### src/rtl/tt_pkg.sv
package tt_pkg;
    typedef enum logic {IRQ_IDLE, IRQ_PEND} irq_state_t;
    typedef enum logic {BATT_LOW, BATT_OK} batt_state_t;
    localparam int CTL_IE_BIT = 6;
endpackage

### src/rtl/tt_tick_div.sv
module tt_tick_div #(
    parameter int DIV = 1000000
) (
    input  logic clk,
    input  logic rst_n,
    output logic tick_o
);
    localparam int CW = (DIV > 2) ? $clog2(DIV) : 1;
    localparam logic [CW-1:0] LAST = CW'(DIV - 1);

    logic [CW-1:0] cnt_q;

    always_ff @(posedge clk) begin
        if (!rst_n)
            cnt_q <= '0;
        else if (cnt_q == LAST)
            cnt_q <= '0;
        else
            cnt_q <= cnt_q + 1'b1;
    end

    assign tick_o = rst_n && (cnt_q == LAST);

    // phase counter never leaves its range
    a_r1_cnt_range: assert property (@(posedge clk) disable iff (!rst_n)
        cnt_q <= LAST);
    // ticks are isolated single-cycle pulses
    a_r1_tick_single: assert property (@(posedge clk) disable iff (!rst_n)
        tick_o |=> !tick_o);
endmodule

### src/rtl/tt_irq_ctrl.sv
module tt_irq_ctrl
    import tt_pkg::*;
(
    input  logic clk,
    input  logic rst_n,
    input  logic tick_i,
    input  logic ctl_wr_i,
    input  logic ie_wdata_i,
    input  logic ack_i,
    output logic ie_o,
    output logic irq_o
);
    irq_state_t state_q, state_d;
    logic       ie_q;
    logic       clr_wr;
    logic       raise;

    assign clr_wr = ctl_wr_i && !ie_wdata_i;
    assign raise  = tick_i && ie_q;

    always_ff @(posedge clk) begin
        if (!rst_n) begin
            state_q <= IRQ_IDLE;
            ie_q    <= 1'b0;
        end else begin
            state_q <= state_d;
            if (ctl_wr_i)
                ie_q <= ie_wdata_i;
        end
    end

    always_comb begin
        state_d = state_q;
        unique case (state_q)
            IRQ_IDLE: if (raise && !clr_wr) state_d = IRQ_PEND;
            IRQ_PEND: if (clr_wr || (ack_i && !raise)) state_d = IRQ_IDLE;
            default:  state_d = IRQ_IDLE;
        endcase
    end

    always_comb begin
        irq_o = (state_q == IRQ_PEND);
        ie_o  = ie_q;
    end

    // a request only appears after an enabled tick
    a_r3_rise_on_tick: assert property (@(posedge clk) disable iff (!rst_n)
        $rose(irq_o) |-> $past(tick_i) && $past(ie_q));
    // enable-clearing write always drops the request
    a_r4_clear_write: assert property (@(posedge clk) disable iff (!rst_n)
        clr_wr |=> !irq_o);
    // acknowledge without a fresh enabled tick drops the request
    a_r4_ack_clears: assert property (@(posedge clk) disable iff (!rst_n)
        (ack_i && !raise) |=> !irq_o);
    // pending request holds without ack or clearing write
    a_r4_hold: assert property (@(posedge clk) disable iff (!rst_n)
        (irq_o && !ack_i && !clr_wr) |=> irq_o);
endmodule

### src/rtl/tt_toy_counter.sv
module tt_toy_counter
    import tt_pkg::*;
#(
    parameter int          TOY_W    = 32,
    parameter logic [31:0] TOY_INIT = 32'h1000_0000
) (
    input  logic             clk,
    input  logic             por_n,
    input  logic             tick_i,
    input  logic             wr_i,
    input  logic [TOY_W-1:0] wdata_i,
    output logic [TOY_W-1:0] toy_o
);
    batt_state_t      batt_q, batt_d;
    logic [TOY_W-1:0] toy_q;
    logic             run;

    assign run = tick_i && (batt_q == BATT_OK) && (toy_q != '0);

    always_ff @(posedge clk) begin
        if (!por_n)
            batt_q <= BATT_LOW;
        else
            batt_q <= batt_d;
    end

    always_comb begin
        batt_d = batt_q;
        unique case (batt_q)
            BATT_LOW: if (wr_i && (wdata_i != '0)) batt_d = BATT_OK;
            BATT_OK:  batt_d = BATT_OK;
            default:  batt_d = BATT_LOW;
        endcase
    end

    always_ff @(posedge clk) begin
        if (!por_n)
            toy_q <= TOY_W'(TOY_INIT);
        else if (wr_i)
            toy_q <= wdata_i;
        else if (run)
            toy_q <= toy_q + 1'b1;
    end

    assign toy_o = toy_q;

    // battery-low freezes the value
    a_r6_hold_low: assert property (@(posedge clk) disable iff (!por_n)
        (batt_q == BATT_LOW && !wr_i) |=> $stable(toy_q));
    // nonzero write loads and restores the battery flag
    a_r7_load: assert property (@(posedge clk) disable iff (!por_n)
        (wr_i && wdata_i != '0) |=> (batt_q == BATT_OK) && (toy_q == $past(wdata_i)));
    // zero is sticky without a write
    a_r8_zero_stops: assert property (@(posedge clk) disable iff (!por_n)
        (toy_q == '0 && !wr_i) |=> toy_q == '0);
    // wrap from all ones lands on zero
    a_r9_wrap: assert property (@(posedge clk) disable iff (!por_n)
        (toy_q == '1 && tick_i && batt_q == BATT_OK && !wr_i) |=> toy_q == '0);
endmodule

### src/rtl/tick_toy_timer.sv
module tick_toy_timer
    import tt_pkg::*;
#(
    parameter int          CLK_HZ   = 100000000,
    parameter int          TICK_HZ  = 100,
    parameter int          TOY_W    = 32,
    parameter logic [31:0] TOY_INIT = 32'h1000_0000
) (
    input  logic             clk,
    input  logic             por_n,
    input  logic             rst_n,
    input  logic             ctl_wr,
    input  logic             toy_wr,
    input  logic [TOY_W-1:0] wr_data,
    input  logic             rd_ctl,
    input  logic             rd_toy,
    input  logic             irq_ack,
    output logic             irq,
    output logic [TOY_W-1:0] rd_data
);
    localparam int DIV = CLK_HZ / TICK_HZ;

    logic             sys_rst_n;
    logic             tick;
    logic             ie;
    logic [TOY_W-1:0] toy;

    assign sys_rst_n = por_n && rst_n;

    tt_tick_div #(.DIV(DIV)) u_div (
        .clk    (clk),
        .rst_n  (sys_rst_n),
        .tick_o (tick)
    );

    tt_irq_ctrl u_irq (
        .clk        (clk),
        .rst_n      (sys_rst_n),
        .tick_i     (tick),
        .ctl_wr_i   (ctl_wr),
        .ie_wdata_i (wr_data[CTL_IE_BIT]),
        .ack_i      (irq_ack),
        .ie_o       (ie),
        .irq_o      (irq)
    );

    tt_toy_counter #(.TOY_W(TOY_W), .TOY_INIT(TOY_INIT)) u_toy (
        .clk     (clk),
        .por_n   (por_n),
        .tick_i  (tick),
        .wr_i    (toy_wr),
        .wdata_i (wr_data),
        .toy_o   (toy)
    );

    always_comb begin
        rd_data = '0;
        if (rd_ctl)
            rd_data[CTL_IE_BIT] = ie;
        else if (rd_toy)
            rd_data = toy;
    end

    // idle read bus is zero
    a_r10_idle_zero: assert property (@(posedge clk) disable iff (!por_n)
        (!rd_ctl && !rd_toy) |-> rd_data == '0);
    // control read exposes at most the enable bit
    a_r2_ctl_bits: assert property (@(posedge clk) disable iff (!por_n)
        rd_ctl |-> $countones(rd_data) <= 1 && rd_data[CTL_IE_BIT] == ie);
endmodule

### config.mk
export PLATFORM = sky130hd
export DESIGN_NAME = tick_toy_timer
export DESIGN_NICKNAME = d
export VERILOG_FILES = /design/src/rtl/tt_pkg.sv /design/src/rtl/tt_tick_div.sv /design/src/rtl/tt_irq_ctrl.sv /design/src/rtl/tt_toy_counter.sv /design/src/rtl/tick_toy_timer.sv
export SDC_FILE = /design/constraint.sdc
export NUM_CORES = 1
export LEC_CHECK = 0
export ABC_AREA = 1
export BUFFER_PORTS_ARGS = -buffer_cell sky130_fd_sc_hd__buf_2
export CORE_MARGIN = 2
export CORE_UTILIZATION = 30
export CTS_CLUSTER_DIAMETER = 120
export DETAILED_ROUTE_END_ITERATION = 7
export GPL_TIMING_DRIVEN = 0
export HOLD_SLACK_MARGIN = 0.15
export PLACE_DENSITY_LB_ADDON = 0.08
export SLEW_MARGIN = 30
export SYNTH_ARGS = -nofsm -noshare
export SYNTH_HDL_FRONTEND = slang
export SYNTH_HIERARCHICAL = 1
export SYNTH_SLANG_ARGS = --single-unit
### constraint.sdc
create_clock -name clk -period 2.2 [get_ports clk]
set_input_delay 0.11 -clock clk [delete_from_list [all_inputs] [get_ports clk]]
set_output_delay 0.11 -clock clk [all_outputs]
set_load 0.01 [all_outputs]
# Word level (Yosys, flattened, before mapping)
# Cells that the tools add are included.
# word_totals
memories,0
output_inout_bits,33
input_bits,40
ram_bits,0
mem_bits_ro,0
reg_bits,55
latch_bits,0
# op_classes
multipliers,0
eq_ne,1
shifts,0
magnitude_cmp,0
n_addsub,2
bitwise_logic,3
reduce_logical,17
n_div,0
muxes,11
# op_table
op,n
$mux 32,3
$reduce_bool 32->1,2
$add 32x1->32 const B,1
$mux 25,1
$add 20x1->20 const B,1
$eq 20x20->1 const B,1
$logic_and 1x1->1,9
$mux 6,1
$mux 1,4
$pmux 1 s2,2
$logic_not 1->1,3
$not 1->1,3
$reduce_bool 2->1,1
$reduce_or 2->1,1
$logic_or 1x1->1,1

# Logic depth before layout (Yosys ltp)
# Gate-level depths: netlist (run 1).
# depth
depth_word,8
depth_mapped,13
ltp_nobuf,12

# Hierarchy
# The synthesis (run 1) kept the hierarchy.
# by_module_without_submodules
mod,seq_area_each_um2,cells_each,area_per_inst_um2,n_inst
tt_toy_counter,660.6,495,2792.7,1
tt_tick_div,400.4,173,1122.3,1
tick_toy_timer,0.0,75,399.1,1
tt_irq_ctrl,40.0,13,81.3,1

# Worst setup path before layout (run 1)
# OpenSTA, ideal clock, no wires.
# synth_path
path_type,register to register
start,register u_div.cnt_q[0]
end,register u_toy.toy_q[15] (netlist: u_toy/toy_o[15])
period_less_slack_ps,1938
arrival_time_ps,1867
path_stages_with_launch,13
setup_slack_ps,262
setup_time_ps,71
n_path_buf,2
path_cell_list,dfxtp_1 > ha_1 > nand3_1 > nor2_1 > nand4_1 > nor2_1 > nand2_1 > o21bai_4 > nand2_4 > buf_6 > buf_6 > nand2_1 > a21oi_1
# synth_via
elab_chain_len,5
# synth_rtl
item,line_no,text
start: declaration,tt_tick_div.sv:11,logic [CW-1:0] cnt_q;
start signal: assignment,tt_tick_div.sv:19,cnt_q <= cnt_q + 1'b1;
$eq 20x20->1,tt_tick_div.sv:22,assign tick_o = rst_n && (cnt_q == LAST);
$logic_and 1x1->1,tt_tick_div.sv:22,
named net tick,tick_toy_timer.sv:24,logic tick;
$logic_and 1x1->1 (2 in series),tt_toy_counter.sv:18,assign run = tick_i && (batt_q == BATT_OK) && (toy_q != '0);
$reduce_bool 2->1 (no line),-,
end signal: assignment,tt_toy_counter.sv:38,toy_q <= TOY_W'(TOY_INIT);
end signal: assignment,tt_toy_counter.sv:40,toy_q <= wdata_i;
end signal: assignment,tt_toy_counter.sv:42,toy_q <= toy_q + 1'b1;
end: declaration,tt_toy_counter.sv:15,logic [TOY_W-1:0] toy_q;
# The timed path passes the listed nets, and every way through them passes these cells.
# A chain may end at the register's enable or synchronous reset.

# Worst setup path after layout (run 1)
# layout_path
start,register u_div.cnt_q[0]
end,register u_toy.toy_q[4] (netlist: u_toy/toy_o[4])
# Same word-level chain as after synthesis.

==> flow_summary.json, run 1 <==
{
  "critPathLaunchType": "flip-flop",
  "finalHoldViolCount": 0,
  "place_congestion": 0.932,
  "worst_ir_drop_vdd_mv": 0.364,
  "power_frac_clock": 0.374,
  "drv_slew": 0,
  "p_per_area_mw_per_mm2": 437,
  "area_delta_synth_final_pct": 22.6,
  "fp.dieH_um": 125,
  "htree_levels": 2,
  "drt_iter0_markers": 292,
  "fp.dieW_um": 125,
  "grt_pass1_wl_mm": 23.9,
  "mostFrequentLayoutCell": "nand2_1",
  "layout-drive-gt1-share": 0.211,
  "syn-cell-area_sq_mm": 0.00440,
  "clock_sinks": 55,
  "post-route-min-period_ns": 2.06,
  "holdPathStages": 5,
  "p_sw_mw": 0.738,
  "fin_crit_sh": 0.935,
  "p_leak_nw": 2.23,
  "synth_area_per_cell_sq_um": 5.81,
  "via_count": 4866,
  "hold_slack_ns": 0.147,
  "grt_pass1_vias": 4680,
  "synth-seq-area-share": 0.250,
  "postRouteAntennaNets": 0,
  "cts_inserted_buffers": 5,
  "hold_class": "input port to flip-flop",
  "track_usage": 0.192,
  "place_hpwl_mm": 11.5,
  "p_total_mw": 2.36,
  "max_freq_mhz": 486,
  "drt-pass1-iter-count": 5,
  "seqPwrFrac": 0.462,
  "netlist_top_cells_area": "dfxtp_1 (25%), nand2_1 (21%), nor2_1 (11%), nand3_1 (6.7%), nor2_2 (6.3%)",
  "synth-seq-cells": 55,
  "critPathMaxFanout": 10,
  "grt_max_degree": 19,
  "numPlacedInstances": 1011,
  "numPortBuffers": 71,
  "syn_inst": 756,
  "die-area_sq_mm": 0.0156,
  "sw_frac_of_total": 0.313,
  "diodes": 0,
  "r2r_cells": 12,
  "cts_tree": "built",
  "wl_per_cell_um": 14.4,
  "coreArea_sq_mm": 0.0144,
  "ff_latch_area_sq_mm": 0.00111,
  "antenna_found_initial": 0,
  "start_util": 0.305,
  "worstPathArrival_ns": 2.30,
  "clock_path_buffers": 2,
  "critical_path_class": "flip-flop to flip-flop",
  "drc_errors": 0,
  "layout_common_cells": "nand2_1 (246), nor2_1 (129), buf_2 (73)",
  "clockRootBuffer": "clkbuf_16",
  "worst_pin_slew_ns": 0.667,
  "synth_nets": 799,
  "io_pins": 73,
  "endpoint_kind": "flip-flop",
  "clock_latency_ns": 0.32,
  "power_frac_comb": 0.164,
  "nNetsFinal": 900,
  "ys_types": 34,
  "max_cap_violations": 0,
  "fill_cells": 1646,
  "multi_input_area_sq_mm": 0.00289,
  "outcome": "completed",
  "wl_mm": 15.0,
  "internal_power_mw": 1.62,
  "timing.final.setup_violations": 0,
  "clkSlewWorstSetupHoldPaths_ns": 0.08,
  "rows": 44,
  "stdcell_count": 1042,
  "yosysWarnings": 6,
  "worstPathRequired_ns": 2.44,
  "globalRouteOverflowTotal": 0,
  "netlist.area_leader.share": 0.250,
  "avgViaCountPerCell": 4.67,
  "yosys.area.top_type": "dfxtp_1",
  "clock_skew_ns": 0.00703,
  "max_slew_margin": 0.555
}
worst max-delay path: stages (launching register included):
cell	delay (ns)
dfxtp_4	0.38
ha_4	0.15
nand3_2	0.14
nor2_4	0.13
nand4_1	0.11
nor2_2	0.14
nand2_1	0.10
o21bai_4	0.21
nand2_4	0.09
buf_8	0.16
buf_6	0.15
nand2_1	0.06
a21oi_1	0.16
state kept, by name (all words and copies together), names as in the netlist:
| register | count |
|---|---|
| u_div/cnt_q | 20 |
| u_toy/toy_o | 32 |
| u_toy/batt_q | 1 |
| u_irq/ie_o | 1 |
| u_irq/irq_o | 1 |
per-stage QoR:
step	TNS (ns)	util	setup WS (ns)	instance area, sq um
after floorplan	0	-	0.262	4400
after global placement	-6.42	0.345	-0.271	4980
after detailed placement	-6.81	0.345	-0.310	4980
after CTS	0	0.372	0.0123	5360
after global routing	-0.00973	0.374	-0.00694	5390
final	0	0.374	0.143	5390
worst paths after layout:
check | start | endpoint | slack, ns
worst max register to register | u_div/cnt_q[0] | u_toy/toy_o[4] | 0.14
worst min register to register | u_div/cnt_q[0] | u_div/cnt_q[0] | 0.45
worst max-delay path | u_div/cnt_q[0] | u_toy/toy_o[4] | 0.14
worst min-delay path | wr_data[6] | u_irq/ie_o | 0.15
power groups by stage:
stage | registers [mW] | logic (mW) | clock network, mW
3_3_place_gp | 1.11 | 0.354 | 0
3_5_place_dp | 1.11 | 0.358 | 0
5_1_grt | 1.10 | 0.436 | 0.938
6_report | 1.09 | 0.386 | 0.881
2_1_floorplan | 1.09 | 0.232 | 0
4_1_cts | 1.09 | 0.388 | 0.907
routing by layer:
layer  track usage  up-vias  share of wire
met4        0.0771        0          0.026
li1              -     2553              -
met3        0.0291       23          0.040
met1         0.237     2177           0.45
met5             0        -              0
met2         0.335      113           0.49
synthesized netlist by cell type, drive strengths merged:
master / count
ha: 3
a21o: 1
nor3: 10
o21ai: 17
xor2: 10
or2: 1
buf: 15
nor2: 183
nand3: 61
xnor2: 3
clkbuf: 8
a21oi: 25
nand3b: 3
and2: 3
inv: 71
o21bai: 6
dfxtp: 55
nand2: 262
nor4: 4
clkinv: 1
nor3b: 1
nand4: 12
a21boi: 1
timing repair:
item	4_1_cts	5_1_grt
setup endpoints to repair	32	30
resized for setup	5	7
pin swaps	2	1
hold buffers	20	0
endpoints found under the hold margin	21	0
buffers inserted	2	1
kinds of logic (layout without fill, tap and decap cells):
logic type / Yosys count / after routing / synth area share
XOR/XNOR: 13 / 13 / 0.0259
AO/OA/AOI/OAI: 50 / 50 / 0.0641
AND/OR/NAND/NOR: 540 / 540 / 0.552
buffers and inverters: 95 / 197 / 0.0993
adder cells (fa/ha/maj): 3 / 3 / 0.00854
flip-flops: 55 / 55 / 0.250
final cells by class:
cell class | instances | share of cell area
plain buffers | 23 | 0.0311
inverters | 72 | 0.0506
multi-input cells | 606 | 0.535
clock buffers | 5 | 0.0232
repair buffers | 94 | 0.107
flip-flops and latches | 55 | 0.206
clock inverters | 3 | 0.00418
well taps | 184 | 0.0427
(Power assumes the default switching activity.)
==> run 2: changes to the inputs <==
--- a/config.mk
+++ b/config.mk
@@ -7,6 +7,8 @@
 export LEC_CHECK = 0
 export ABC_AREA = 1
 export BUFFER_PORTS_ARGS = -buffer_cell sky130_fd_sc_hd__buf_2
+export CELL_PAD_IN_SITES_DETAIL_PLACEMENT = 1
+export CELL_PAD_IN_SITES_GLOBAL_PLACEMENT = 1
 export CORE_MARGIN = 2
 export CORE_UTILIZATION = 30
 export CTS_CLUSTER_DIAMETER = 120
==> run 2 against run 1 <==
Compared with the run above:
- critical path depth stayed put
- register-to-register slack better by 0.04 ns
- global-route usage is 2.5 points higher
- flip-flop and latch count stayed put
- cell area is 1.2% lower
- clock-buffer cell count is 1 higher
- sequential share of layout area is 0.24 points higher
- cell count is 0.77% lower
- critical path type unchanged
- worst hold slack better by 0.010 ns
- non-clock buffer count is 8 lower
- clock power is 3.5% higher
- setup slack better by 0.045 ns
==> flow_summary.json, run 2 (same netlist as run 1, synthesis figures left out) <==
{
  "outcome": "completed",
  "p_leak_nw": 2.20,
  "fin_area_sq_mm": 0.00533,
  "avgViaCountPerCell": 4.87,
  "worstPathArrival_ns": 2.26,
  "worst_ir_drop_vdd_mv": 0.380,
  "slowest_stage": "dfxtp_4",
  "clockRootBuffer": "clkbuf_16",
  "via_count": 5035,
  "track_usage": 0.217,
  "crit_path_cell_trace": "ha_4 -> nand3_2 -> nor2_4 -> nand4_1 -> nor2_4 -> nand2_1 -> nor2_2 -> nand2_2 -> buf_4 -> nor2_1 -> nor2_1 -> nor2_1",
  "utilization": 0.369,
  "holdPathStages": 5,
  "globalRouteOverflowTotal": 0,
  "grt.met1_usage": 0.277,
  "critical_path_class": "flip-flop to flip-flop",
  "start_util": 0.305,
  "critPathMaxFanout": 10,
  "fin_tns_setup_ns": 0,
  "max_cap_violations": 0,
  "grt_pass1_wl_mm": 27.2,
  "hold_class": "input port to flip-flop",
  "holdCritStartpoint": "wr_data[19]",
  "grtUsageMet2": 0.387,
  "fp.dieH_um": 125,
  "r2r_cells": 12,
  "htree_levels": 2,
  "drc_errors": 0,
  "max_freq_mhz": 497,
  "worst_slack_ns": 0.187,
  "worst_pin_slew_ns": 0.684,
  "antenna_found_initial": 0,
  "reg2reg_from": "u_div/cnt_q[0]",
  "endpoint_kind": "flip-flop",
  "grt_max_degree": 19,
  "rsz0062_at_grt": "false",
  "rows": 44,
  "layout-drive-gt1-share": 0.212,
  "clock_path_buffers": 2,
  "cts_inserted_buffers": 5,
  "max_stage_delay_ns": 0.38,
  "drt-pass1-iter-count": 4,
  "die-area_sq_mm": 0.0156,
  "crit_top_cell": "nor2_1",
  "critPathLaunchType": "flip-flop",
  "placed_cell_area_sq_mm": 0.00498,
  "largest_reg_flops": 32,
  "place_congestion": 0.935,
  "numPortBuffers": 71,
  "p_per_area_mw_per_mm2": 447,
  "fin_crit_sh": 0.915,
  "cts_tree": "built",
  "drv_slew": 0,
  "post-route-min-period_ns": 2.01,
  "diodes": 0,
  "mostFrequentLayoutCell": "nand2_1",
  "coreArea_sq_mm": 0.0144,
  "area_delta_synth_final_pct": 21.2,
  "timing.final.setup_violations": 0,
  "finalHoldViolCount": 0,
  "clock_latency_ns": 0.32,
  "fp.dieW_um": 125,
  "post-place-ws_ns": -0.396,
  "fill_cells": 1983,
  "place_hpwl_mm": 13.1,
  "postRouteAntennaNets": 0,
  "layout_common_cells": "nand2_1 (246), nor2_1 (128), buf_2 (73)",
  "whs_endpoint": "u_toy/toy_o[19]",
  "grt_pass1_vias": 5186,
  "wl_mm": 16.6,
  "clock_sinks": 55,
  "regToRegSetupSlack_ns": 0.19,
  "max_slew_margin": 0.544,
  "io_pins": 73,
  "p_total_mw": 2.38,
  "nNetsFinal": 892,
  "clock_skew_ns": 0.00683,
  "grt.busiest_layer": "met2",
  "worstPathRequired_ns": 2.45,
  "worstReg2RegEnd": "u_toy/toy_o[24]",
  "clkSlewWorstSetupHoldPaths_ns": 0.08,
  "wl_per_cell_um": 16.0,
  "drt_iter0_markers": 158,
  "met3_usage": 0.0274
}
==> run 2: cell count changes in the layout (fill, tap and decap cells not counted) <==
| cell | delta |
|---|---|
| clkinv_2 | -1 |
| nor2_4 | +1 |
| nor2_1 | -1 |
| clkbuf_8 | +1 |
| dlygate4sd3_1 | -6 |
| buf_6 | -1 |
| buf_4 | -1 |
==> run 2: power by group <==
group / switching (mW) / leakage (nW) / total, mW / internal [mW]
registers: 0.0606 / 0.451 / 1.09 / 1.03
clock network: 0.447 / 0.0779 / 0.912 / 0.465
logic: 0.234 / 1.67 / 0.383 / 0.149
==> run 2: worst max-delay path by stage <==
stage,from,to,slack [ns],cells past startpoint
floorplan,u_div/cnt_q[0],u_toy/toy_o[15],0.26,12
global placement,u_div/cnt_q[0],u_toy/toy_o[4],-0.35,12
detailed placement,u_div/cnt_q[0],u_toy/toy_o[16],-0.40,12
CTS,u_div/cnt_q[1],u_toy/toy_o[4],0.02,12
global route,u_div/cnt_q[0],u_toy/toy_o[27],0.03,12
finish,u_div/cnt_q[0],u_toy/toy_o[24],0.19,12
==> run 2: worst max-delay path: cells and delay by family (launching register included) <==
kind                     cells  cell delay, ns
flip-flops                   1            0.38
adder cells (fa/ha/maj)      1            0.15
AND/OR/NAND/NOR             10            1.22
buffers and inverters        1            0.19
==> run 2: through the flow <==
stage / hold slack, ns / std cells
CTS: 0.154 / 1035
global route: 0.167 / 1034
floorplan: 0.208 / 756
detailed placement: 0.373 / 1011
finish: 0.157 / 1034
global placement: 0.352 / 1011
==> run 2: area by class of cell <==
class	count	area, sq um	area share
Multi-Input combinational cell	606	2890	0.543
Buffer	22	156	0.0294
Timing Repair Buffer	87	510	0.0958
Tap cell	184	230	0.0432
Sequential cell	55	1110	0.208
Clock inverter	2	17.5	0.00329
Inverter	72	273	0.0512
Clock buffer	6	139	0.0261
==> run 2: what timing repair did <==
item,in CTS,in global routing
pin swaps,3,1
gates resized for setup,8,6
setup buffers,2,0
hold buffers,14,0
setup endpoints to repair,32,29
hold endpoints to repair,15,0
cloned,0,0
==> run 2: metal layers <==
metal	up-vias	part of all wire
met2	84	0.49
met4	0	0.016
li1	2543	-
met3	18	0.038
met1	2390	0.45
met5	-	0
